## src/rtl/dbus_pkg.sv

```systemverilog
package dbus_pkg;

    typedef enum logic [1:0] {
        SZ_BYTE = 2'd0,
        SZ_HALF = 2'd1,
        SZ_WORD = 2'd2
    } push_size_e;

    typedef enum logic [2:0] {
        ST_IDLE,
        ST_WAIT,
        ST_ACT,
        ST_REC,
        ST_DONE
    } seq_state_e;

    typedef struct packed {
        logic [31:0] data;
        push_size_e  size;
    } tx_entry_t;

    typedef struct packed {
        logic wide;
        logic reorder;
        logic rd;
        logic dc;
    } xfer_cfg_t;

    // Number of bus beats that one queue entry produces.
    function automatic logic [2:0] beats_for(input push_size_e sz, input logic wide);
        case (sz)
            SZ_WORD: return wide ? 3'd2 : 3'd4;
            SZ_HALF: return wide ? 3'd1 : 3'd2;
            default: return 3'd1;
        endcase
    endfunction

    // Select one lane of a 32-bit entry as a bus beat.
    function automatic logic [15:0] lane_of(input logic [31:0] d, input logic [1:0] lane,
                                            input logic wide);
        if (wide)
            return lane[0] ? d[31:16] : d[15:0];
        return {8'h00, d[{lane, 3'b000} +: 8]};
    endfunction

    // Zero the bits above the pushed size.
    function automatic logic [31:0] mask_push(input push_size_e sz, input logic [31:0] d);
        case (sz)
            SZ_BYTE: return {24'h0, d[7:0]};
            SZ_HALF: return {16'h0, d[15:0]};
            default: return d;
        endcase
    endfunction

endpackage

```

## src/rtl/dbus_fifo.sv

```systemverilog
module dbus_fifo #(
    parameter int W     = 32,
    parameter int DEPTH = 8
) (
    input  logic         clk,
    input  logic         rst,
    input  logic         push,
    input  logic [W-1:0] din,
    output logic         full,
    input  logic         pop,
    output logic [W-1:0] dout,
    output logic         empty
);
    localparam int AW = (DEPTH > 1) ? $clog2(DEPTH) : 1;

    logic [W-1:0]  mem [DEPTH];
    logic [AW-1:0] wp;
    logic [AW-1:0] rp;
    logic [AW:0]   cnt;
    logic          do_push;
    logic          do_pop;

    assign full    = (cnt == (AW+1)'(DEPTH));
    assign empty   = (cnt == '0);
    assign dout    = mem[rp];
    assign do_push = push && !full;
    assign do_pop  = pop && !empty;

    always_ff @(posedge clk) begin
        if (do_push)
            mem[wp] <= din;
    end

    always_ff @(posedge clk) begin
        if (rst) begin
            wp  <= '0;
            rp  <= '0;
            cnt <= '0;
        end else begin
            if (do_push)
                wp <= (wp == AW'(DEPTH-1)) ? '0 : wp + AW'(1);
            if (do_pop)
                rp <= (rp == AW'(DEPTH-1)) ? '0 : rp + AW'(1);
            cnt <= cnt + (AW+1)'(do_push) - (AW+1)'(do_pop);
        end
    end

    a_r10_no_overflow: assert property (@(posedge clk) disable iff (rst)
        cnt <= (AW+1)'(DEPTH));

    a_r10_full_holds: assert property (@(posedge clk) disable iff (rst)
        (full && !pop) |=> full);

endmodule

```

## src/rtl/dbus_tick.sv

```systemverilog
module dbus_tick #(
    parameter int DIV_W = 3
) (
    input  logic             clk,
    input  logic             rst,
    input  logic [DIV_W-1:0] div_sel,
    output logic             tick
);
    logic [DIV_W-1:0] cnt;

    assign tick = (cnt >= div_sel);

    always_ff @(posedge clk) begin
        if (rst)
            cnt <= '0;
        else
            cnt <= tick ? '0 : cnt + DIV_W'(1);
    end

endmodule

```

## src/rtl/dbus_engine.sv

```systemverilog
module dbus_engine
    import dbus_pkg::*;
#(
    parameter int LEN_W = 18,
    parameter int ACT_W = 4,
    parameter int REC_W = 6
) (
    input  logic             clk,
    input  logic             rst,
    input  logic             tick,
    input  logic             xfer_stop,
    input  xfer_cfg_t        cfg_in,
    input  logic [LEN_W-1:0] len,
    input  logic [ACT_W-1:0] wr_act,
    input  logic [REC_W-1:0] wr_rec,
    input  logic [ACT_W-1:0] rd_act,
    input  logic [REC_W-1:0] rd_rec,
    input  logic             tx_valid,
    input  tx_entry_t        tx_head,
    output logic             tx_pop,
    input  logic             rx_full,
    output logic             rx_push,
    output logic [31:0]      rx_word,
    input  logic [15:0]      bus_din,
    output logic [15:0]      bus_dout,
    output logic             bus_oe,
    output logic             cs_n,
    output logic             wr_n,
    output logic             rd_n,
    output logic             dc,
    output logic             drained
);
    localparam int CNT_W = (ACT_W > REC_W) ? ACT_W : REC_W;

    seq_state_e       state;
    xfer_cfg_t        cfg;
    logic             stop_q;
    logic [LEN_W:0]   left;
    logic [CNT_W-1:0] tcnt;

    logic             cur_valid;
    logic [31:0]      cur_data;
    push_size_e       cur_size;
    logic [2:0]       cur_idx;
    logic [2:0]       cur_nb;
    logic             cur_last;
    logic [2:0]       wlane;

    logic [31:0]      rx_acc;
    logic [31:0]      acc_next;
    logic [1:0]       rx_cnt;
    logic [1:0]       bpw_m1;
    logic [1:0]       pos;

    logic [CNT_W-1:0] act_m1;
    logic [CNT_W-1:0] rec_m1;
    logic             start;
    logic             rec_end;
    logic             sample;
    logic             beat_ready;
    logic             next_ready;
    logic             load;

    // Timing selection, with the recovery floor of three ticks.
    always_comb begin
        if (cfg.rd) begin
            act_m1 = CNT_W'(rd_act);
            rec_m1 = (rd_rec < REC_W'(2)) ? CNT_W'(2) : CNT_W'(rd_rec);
        end else begin
            act_m1 = CNT_W'(wr_act);
            rec_m1 = (wr_rec < REC_W'(2)) ? CNT_W'(2) : CNT_W'(wr_rec);
        end
    end

    assign start    = (state == ST_IDLE) && stop_q && !xfer_stop;
    assign rec_end  = (state == ST_REC) && tick && (tcnt == '0);
    assign sample   = (state == ST_REC) && tick && (tcnt == rec_m1) && cfg.rd;

    assign cur_nb   = beats_for(cur_size, cfg.wide);
    assign cur_last = (cur_idx + 3'd1) >= cur_nb;
    assign wlane    = cfg.reorder ? (cur_nb - 3'd1 - cur_idx) : cur_idx;

    assign beat_ready = cfg.rd ? !rx_full : cur_valid;
    assign next_ready = cfg.rd ? !rx_full : (!cur_last || tx_valid);

    assign load   = tx_valid && (!cur_valid || (rec_end && !cfg.rd && cur_last));
    assign tx_pop = load;

    // Sequencer state
    always_ff @(posedge clk) begin
        if (rst) begin
            state  <= ST_IDLE;
            cfg    <= '0;
            stop_q <= 1'b1;
            left   <= '0;
            tcnt   <= '0;
        end else begin
            stop_q <= xfer_stop;
            if (xfer_stop) begin
                state <= ST_IDLE;
            end else begin
                case (state)
                    ST_IDLE: if (stop_q) begin
                        state <= ST_WAIT;
                        cfg   <= cfg_in;
                        left  <= {1'b0, len} + (LEN_W+1)'(1);
                    end
                    ST_WAIT: if (tick && beat_ready) begin
                        state <= ST_ACT;
                        tcnt  <= act_m1;
                    end
                    ST_ACT: if (tick) begin
                        if (tcnt == '0) begin
                            state <= ST_REC;
                            tcnt  <= rec_m1;
                        end else begin
                            tcnt <= tcnt - CNT_W'(1);
                        end
                    end
                    ST_REC: if (tick) begin
                        if (tcnt == '0) begin
                            left <= left - (LEN_W+1)'(1);
                            if (left == (LEN_W+1)'(1)) begin
                                state <= ST_DONE;
                            end else if (next_ready) begin
                                state <= ST_ACT;
                                tcnt  <= act_m1;
                            end else begin
                                state <= ST_WAIT;
                            end
                        end else begin
                            tcnt <= tcnt - CNT_W'(1);
                        end
                    end
                    ST_DONE: ;
                    default: state <= ST_IDLE;
                endcase
            end
        end
    end

    // Entry being unpacked into beats
    always_ff @(posedge clk) begin
        if (rst) begin
            cur_valid <= 1'b0;
            cur_data  <= '0;
            cur_size  <= SZ_BYTE;
            cur_idx   <= '0;
        end else if (load) begin
            cur_valid <= 1'b1;
            cur_data  <= tx_head.data;
            cur_size  <= tx_head.size;
            cur_idx   <= '0;
        end else if (rec_end && !cfg.rd && cur_valid) begin
            if (cur_last)
                cur_valid <= 1'b0;
            else
                cur_idx <= cur_idx + 3'd1;
        end
    end

    // Read packing
    assign bpw_m1 = cfg.wide ? 2'd1 : 2'd3;
    assign pos    = cfg.reorder ? (bpw_m1 - rx_cnt) : rx_cnt;

    always_comb begin
        acc_next = rx_acc;
        if (cfg.wide)
            acc_next[{pos[0], 4'b0000} +: 16] = bus_din;
        else
            acc_next[{pos, 3'b000} +: 8] = bus_din[7:0];
    end

    assign rx_word = acc_next;
    assign rx_push = sample && ((rx_cnt == bpw_m1) || (left == (LEN_W+1)'(1)));

    always_ff @(posedge clk) begin
        if (rst || start) begin
            rx_acc <= '0;
            rx_cnt <= '0;
        end else if (sample) begin
            if (rx_push) begin
                rx_acc <= '0;
                rx_cnt <= '0;
            end else begin
                rx_acc <= acc_next;
                rx_cnt <= rx_cnt + 2'd1;
            end
        end
    end

    assign cs_n     = (state == ST_IDLE);
    assign wr_n     = !((state == ST_ACT) && !cfg.rd);
    assign rd_n     = !((state == ST_ACT) && cfg.rd);
    assign bus_oe   = !cs_n && !cfg.rd;
    assign dc       = cfg.dc;
    assign bus_dout = lane_of(cur_data, wlane[1:0], cfg.wide);
    assign drained  = !cur_valid && !tx_valid;

    a_r2_rec_floor: assert property (@(posedge clk) disable iff (rst)
        (state == ST_REC && $past(state) == ST_ACT) |-> tcnt >= CNT_W'(2));

    a_r4_left_live: assert property (@(posedge clk) disable iff (rst)
        (state == ST_WAIT || state == ST_ACT || state == ST_REC) |-> left != '0);

    a_r7_dc_stable: assert property (@(posedge clk) disable iff (rst)
        (!cs_n && $past(!cs_n)) |-> $stable(dc));

    a_r8_stop_ends: assert property (@(posedge clk) disable iff (rst)
        xfer_stop |=> cs_n);

    a_r11_rx_space: assert property (@(posedge clk) disable iff (rst)
        rx_push |-> !rx_full);

endmodule

```

## src/rtl/dbus_seq.sv

```systemverilog
module dbus_seq
    import dbus_pkg::*;
#(
    parameter int FIFO_DEPTH = 8,
    parameter int LEN_W      = 18,
    parameter int ACT_W      = 4,
    parameter int REC_W      = 6,
    parameter int DIV_W      = 3
) (
    input  logic             clk,
    input  logic             rst,
    input  logic             tx_push,
    input  logic [1:0]       tx_size,
    input  logic [31:0]      tx_wdata,
    output logic             tx_ready,
    input  logic             rx_pop,
    output logic [31:0]      rx_data,
    output logic             rx_valid,
    input  logic             xfer_stop,
    input  logic             rd_mode,
    input  logic             dc_sel,
    input  logic             wide_bus,
    input  logic             reorder_en,
    input  logic [LEN_W-1:0] cyc_len,
    input  logic [DIV_W-1:0] div_sel,
    input  logic [ACT_W-1:0] wr_act,
    input  logic [REC_W-1:0] wr_rec,
    input  logic [ACT_W-1:0] rd_act,
    input  logic [REC_W-1:0] rd_rec,
    output logic             wr_drained,
    output logic             cs_n,
    output logic             wr_n,
    output logic             rd_n,
    output logic             dc_line,
    output logic [15:0]      bus_dout,
    input  logic [15:0]      bus_din,
    output logic             bus_oe
);
    localparam int ENTRY_W = $bits(tx_entry_t);

    tx_entry_t push_entry;
    tx_entry_t head_entry;
    xfer_cfg_t cfg_in;
    logic      tx_full;
    logic      tx_empty;
    logic      tx_pop;
    logic      rx_full;
    logic      rx_empty;
    logic      rx_push;
    logic [31:0] rx_word;
    logic      tick;

    assign push_entry.size = push_size_e'(tx_size);
    assign push_entry.data = mask_push(push_size_e'(tx_size), tx_wdata);
    assign tx_ready        = !tx_full;
    assign rx_valid        = !rx_empty;

    assign cfg_in.wide    = wide_bus;
    assign cfg_in.reorder = reorder_en;
    assign cfg_in.rd      = rd_mode;
    assign cfg_in.dc      = dc_sel;

    dbus_fifo #(.W(ENTRY_W), .DEPTH(FIFO_DEPTH)) tx_q (
        .clk   (clk),
        .rst   (rst),
        .push  (tx_push),
        .din   (push_entry),
        .full  (tx_full),
        .pop   (tx_pop),
        .dout  (head_entry),
        .empty (tx_empty)
    );

    dbus_fifo #(.W(32), .DEPTH(FIFO_DEPTH)) rx_q (
        .clk   (clk),
        .rst   (rst),
        .push  (rx_push),
        .din   (rx_word),
        .full  (rx_full),
        .pop   (rx_pop),
        .dout  (rx_data),
        .empty (rx_empty)
    );

    dbus_tick #(.DIV_W(DIV_W)) tick_gen (
        .clk     (clk),
        .rst     (rst),
        .div_sel (div_sel),
        .tick    (tick)
    );

    dbus_engine #(.LEN_W(LEN_W), .ACT_W(ACT_W), .REC_W(REC_W)) engine (
        .clk       (clk),
        .rst       (rst),
        .tick      (tick),
        .xfer_stop (xfer_stop),
        .cfg_in    (cfg_in),
        .len       (cyc_len),
        .wr_act    (wr_act),
        .wr_rec    (wr_rec),
        .rd_act    (rd_act),
        .rd_rec    (rd_rec),
        .tx_valid  (!tx_empty),
        .tx_head   (head_entry),
        .tx_pop    (tx_pop),
        .rx_full   (rx_full),
        .rx_push   (rx_push),
        .rx_word   (rx_word),
        .bus_din   (bus_din),
        .bus_dout  (bus_dout),
        .bus_oe    (bus_oe),
        .cs_n      (cs_n),
        .wr_n      (wr_n),
        .rd_n      (rd_n),
        .dc        (dc_line),
        .drained   (wr_drained)
    );

endmodule

```

## config.mk

```make
export PLATFORM = sky130hd
export DESIGN_NAME = dbus_seq
export DESIGN_NICKNAME = d
export VERILOG_FILES = /design/src/rtl/dbus_pkg.sv /design/src/rtl/dbus_fifo.sv /design/src/rtl/dbus_tick.sv /design/src/rtl/dbus_engine.sv /design/src/rtl/dbus_seq.sv
export SDC_FILE = /design/constraint.sdc
export NUM_CORES = 1
export LEC_CHECK = 0
export CORE_UTILIZATION = 57
export CTS_CLUSTER_SIZE = 30
export DETAILED_ROUTE_END_ITERATION = 12
export DONT_BUFFER_PORTS = 1
export PLACE_DENSITY = 0.75
export SYNTH_ARGS = -nofsm -noshare
export SYNTH_HDL_FRONTEND = slang
export SYNTH_SLANG_ARGS = --single-unit
export TNS_END_PERCENT = 50
```

## constraint.sdc

```tcl
create_clock -name clk -period 5.8 [get_ports clk]
set_input_delay 0.29 -clock clk [delete_from_list [all_inputs] [get_ports clk]]
set_output_delay 0.29 -clock clk [all_outputs]
set_load 0.005 [all_outputs]
```

==> flow_summary_export.csv <==
group,metric,value,unit
global_routing,first_global_vias,16360,
placement,dp_hpwl,37.65,mm
sta,min_period,5.109,ns
sta,period_share,0.8809,
clock_tree,clk_pin_slew_worst_paths,0.07,ns
worst_setup_path,crit_path_end_kind,"output port",
synthesis,yosysTopAreaCell,"edfxtp_1",
placement,place_area,28900,um^2
routing,drt_iter0_markers,1326,
clock_tree,post_cts_buffers,0,
synthesis,synthSimpleGateAreaFrac,0.08372,
clock_tree,cts_sinks,659,
pwr,leakagePower,9.845,nW
global_routing,grt_pass1_wl,95.24,mm
routing,antenna_left,0,
worst_setup_path,crit_slowest_cell,"dfxtp_2",
routing,drtPass1Iterations,8,
sta,fin_tns_setup,0,ns
synthesis,synthDistinctLibCells,82,
synthesis,yosys.area_share.adder,0.01828,
global_routing,grt.total_usage,0.2514,
clock_tree,cts_max_level,3,
sta,worst_slew_pin_slew,1.336,ns
worst_setup_path,max_stage_delay,0.96,ns
clock_tree,clockBufferDepth,3,
cells_and_area,fin_util,0.6412,
cells_and_area,final_common_cell,"edfxtp_1",
synthesis,synth_nets,2034,
synthesis,synth-seq-area-share,0.6552,
flow_run,max-cap-violations,0,
sta,setup_ws,0.6906,ns
routing,drt_wl_total,62.49,mm
cells_and_area,final_nets,2040,
sta,hold_violations,0,
floorplan,die_width,224.4,um
routing,route.detailed.vias_per_inst,6.307,
synthesis,synthesis.area,28200,um^2
floorplan,start_util,0.5773,
cells_and_area,final_cell_area,31320,um^2
synthesis,synth_xor_area_frac,0.01087,
floorplan,io_pins,156,
worst_setup_path,worstPathRequired,5.51,ns
synthesis,synth_area_leaders,"edfxtp_1, mux4_2, dfxtp_1, mux2i_1, nand2_1",
worst_setup_path,cp_num_buf_inv,2,
floorplan,core,48850,um^2
floorplan,fp.dieArea,50370,um^2
sta,hold_ws,0.04311,ns
placement,portBuffers,0,
status,status,"complete, no violations",
clock_tree,cts-root-buf,"clkbuf_16",
synthesis,synth_top_area_frac,0.5622,
worst_setup_path,critPathMaxFanout,53,
synthesis,synth_compound_area_frac,0.07099,
synthesis,async_flop_share,0,
sta,rsz0062_at_grt,"false",
synthesis,ys.flop_type,"edfxtp_1",
sta,fin_skew,0.03063,ns
worst_setup_path,crit_path_frequent_cell,"inv_1",
cells_and_area,final_cell_mix,"edfxtp_1, nand2_1, mux4_2, dfxtp_1, nor2_1",
worst_setup_path,critical_path_class,"reg -> out",
global_routing,gr-total-overflow,0,
worst_setup_path,cp_top_family,"flip-flops",
routing,routed-via-count,16490,
routing,drcViolationCount,0,
placement,pre_cts_slack,1.367,ns
floorplan,rows,81,
sta,relSlewSlack,0.1071,
synthesis,ys_ff_latch,659,
worst_setup_path,cp.arrival,4.82,ns
worst_setup_path,worstSetupStartpointType,"register",
cells_and_area,drive_gt1_frac,0.1713,
sta,fmax,195.7,MHz
pwr,peakVddDrop,0.2964,mV
synthesis,synth_area_per_cell,14.89,um^2
synthesis,synth_top_family_by_area,"multiplexers",
sta,setup-violations-final,0,
clock_tree,cts_tree,"built",
clock_tree,insertion_delay,0.60,ns
cells_and_area,area_growth,11.07,%
routing,avgRoutedWirePerCell,23.90,um
clock_tree,numCtsBuffers,68,
sta,final_max_slew_viol_count,0,
floorplan,die_h,224.4,um
synthesis,synthMuxAreaShare,0.1385,
pwr,power_density,393.2,nW/um^2
global_routing,antenna_found_initial,3,
synthesis,synthCells,1894,
synthesis,yosys_warnings,0,
synthesis,synth_edf_count,528,
hold_path,min_path_type,"in -> reg",
placement,place_congestion,0.9003,
global_routing,grt_max_degree,88,
worst_setup_path,cp_cell_sequence,"inv_1, and2_1, nor2_1, ha_1, inv_1, and3_1, o21a_1, xnor2_1, mux2_2, a211oi_1",
-- Yosys cell counts, types with 3 or more instances --
| cell type | count |
|---|---|
| buf_1 | 19 |
| a211oi_1 | 36 |
| nor2b_1 | 30 |
| edfxtp_1 | 528 |
| a22o_1 | 16 |
| o31ai_1 | 9 |
| a31oi_1 | 24 |
| o21ai_1 | 5 |
| dfxtp_1 | 131 |
| a21o_1 | 4 |
| o2bb2ai_1 | 7 |
| mux4_2 | 132 |
| o21ai_0 | 42 |
| o21a_1 | 4 |
| or3_1 | 5 |
| nor3_1 | 45 |
| nor2_1 | 114 |
| buf_2 | 19 |
| o22ai_1 | 4 |
| or4_1 | 5 |
| clkbuf_1 | 76 |
| mux2_2 | 34 |
| and3_1 | 4 |
| a311oi_1 | 17 |
| xnor2_1 | 23 |
| nand2b_1 | 8 |
| o211ai_1 | 12 |
| nand2_1 | 145 |
| nor4b_1 | 8 |
| ha_1 | 38 |
| inv_1 | 40 |
| nand4_1 | 38 |
| nand3_1 | 24 |
| mux2i_1 | 55 |
| a221oi_1 | 4 |
| xor2_1 | 12 |
| and2_1 | 20 |
| nor4_1 | 13 |
| and3b_1 | 3 |
| a21oi_1 | 91 |
-- layout make-up --
type	instances	area, um^2
Clock buffer	94	1934
Antenna cell	1	2.502
Inverter	41	153.9
Fill cell	3454	17530
Timing Repair Buffer	53	473.0
Tap cell	664	830.8
Clock inverter	26	240.2
Multi-Input combinational cell	1077	9198
Sequential cell	659	18490
-- cells by family after synthesis --
family          count (synthesis)
buf+inv                       158
flops                         659
mux                           221
xor+xnor                       35
simple gates                  481
compound gates                300
fa+ha+maj                      40
-- sequential cells by signal (all words and copies together), names as in the netlist, 3 cells and up, named ones only --
name             count
engine.cfg           3
engine.cur_data     32
engine.cur_idx       3
engine.left         19
engine.rx_acc       32
engine.state         3
engine.tcnt          6
rx_q.cnt             4
rx_q.mem           256
rx_q.rp              3
rx_q.wp              3
tick_gen.cnt         3
tx_q.cnt             4
tx_q.mem           272
tx_q.rp              3
tx_q.wp              3
-- final timing paths --
path | to | start | slack [ns] | depth (start not counted)
max | bus_dout[5] | engine.cfg[3] | 0.69 | 10
min | engine.left[16] | cyc_len[16] | 0.04 | 3
max reg2reg | rx_q.mem[6][23] | engine.cfg[1] | 1.41 | 6
min reg2reg | engine.rx_acc[20] | engine.rx_acc[20] | 0.45 | 2
-- metal layers --
| layer | wire length (um) | global-route usage | share of wire | vias up |
|---|---|---|---|---|
| li1 | - | - | - | 7425 |
| met1 | 24370 | 0.3157 | 0.39 | 8345 |
| met2 | 31920 | 0.4316 | 0.51 | 586 |
| met3 | 4441 | 0.05892 | 0.071 | 134 |
| met4 | 1744 | 0.08163 | 0.028 | 4 |
| met5 | 20 | 0 | 0.00032 | - |
-- per-stage QoR --
step / power (mW) / std cells
3_5_place_dp: 8.149 / 2471
2_1_floorplan: 7.564 / 1894
6_report: 12.32 / 2615
5_1_grt: 12.81 / 2614
3_3_place_gp: 8.056 / 2471
4_1_cts: 12.42 / 2614
-- where the power goes --
group,internal [mW],switching [mW]
logic,1.07,1.24
clock network,2.51,1.74
registers,5.41,0.353
-- worst reg2reg max path: cells and delay by family (launching register included) --
kind | cells | cell delay, ns
simple gates | 3 | 1.86
flops | 1 | 0.94
compound gates | 1 | 0.65
mux | 1 | 0.41
xor+xnor | 1 | 0.13
-- repair_timing --
action,4_1_cts,5_1_grt
endpoints found under the hold margin,174,0
hold buffers,23,0
gates resized for setup,0,0
(Power assumes the default switching activity.)
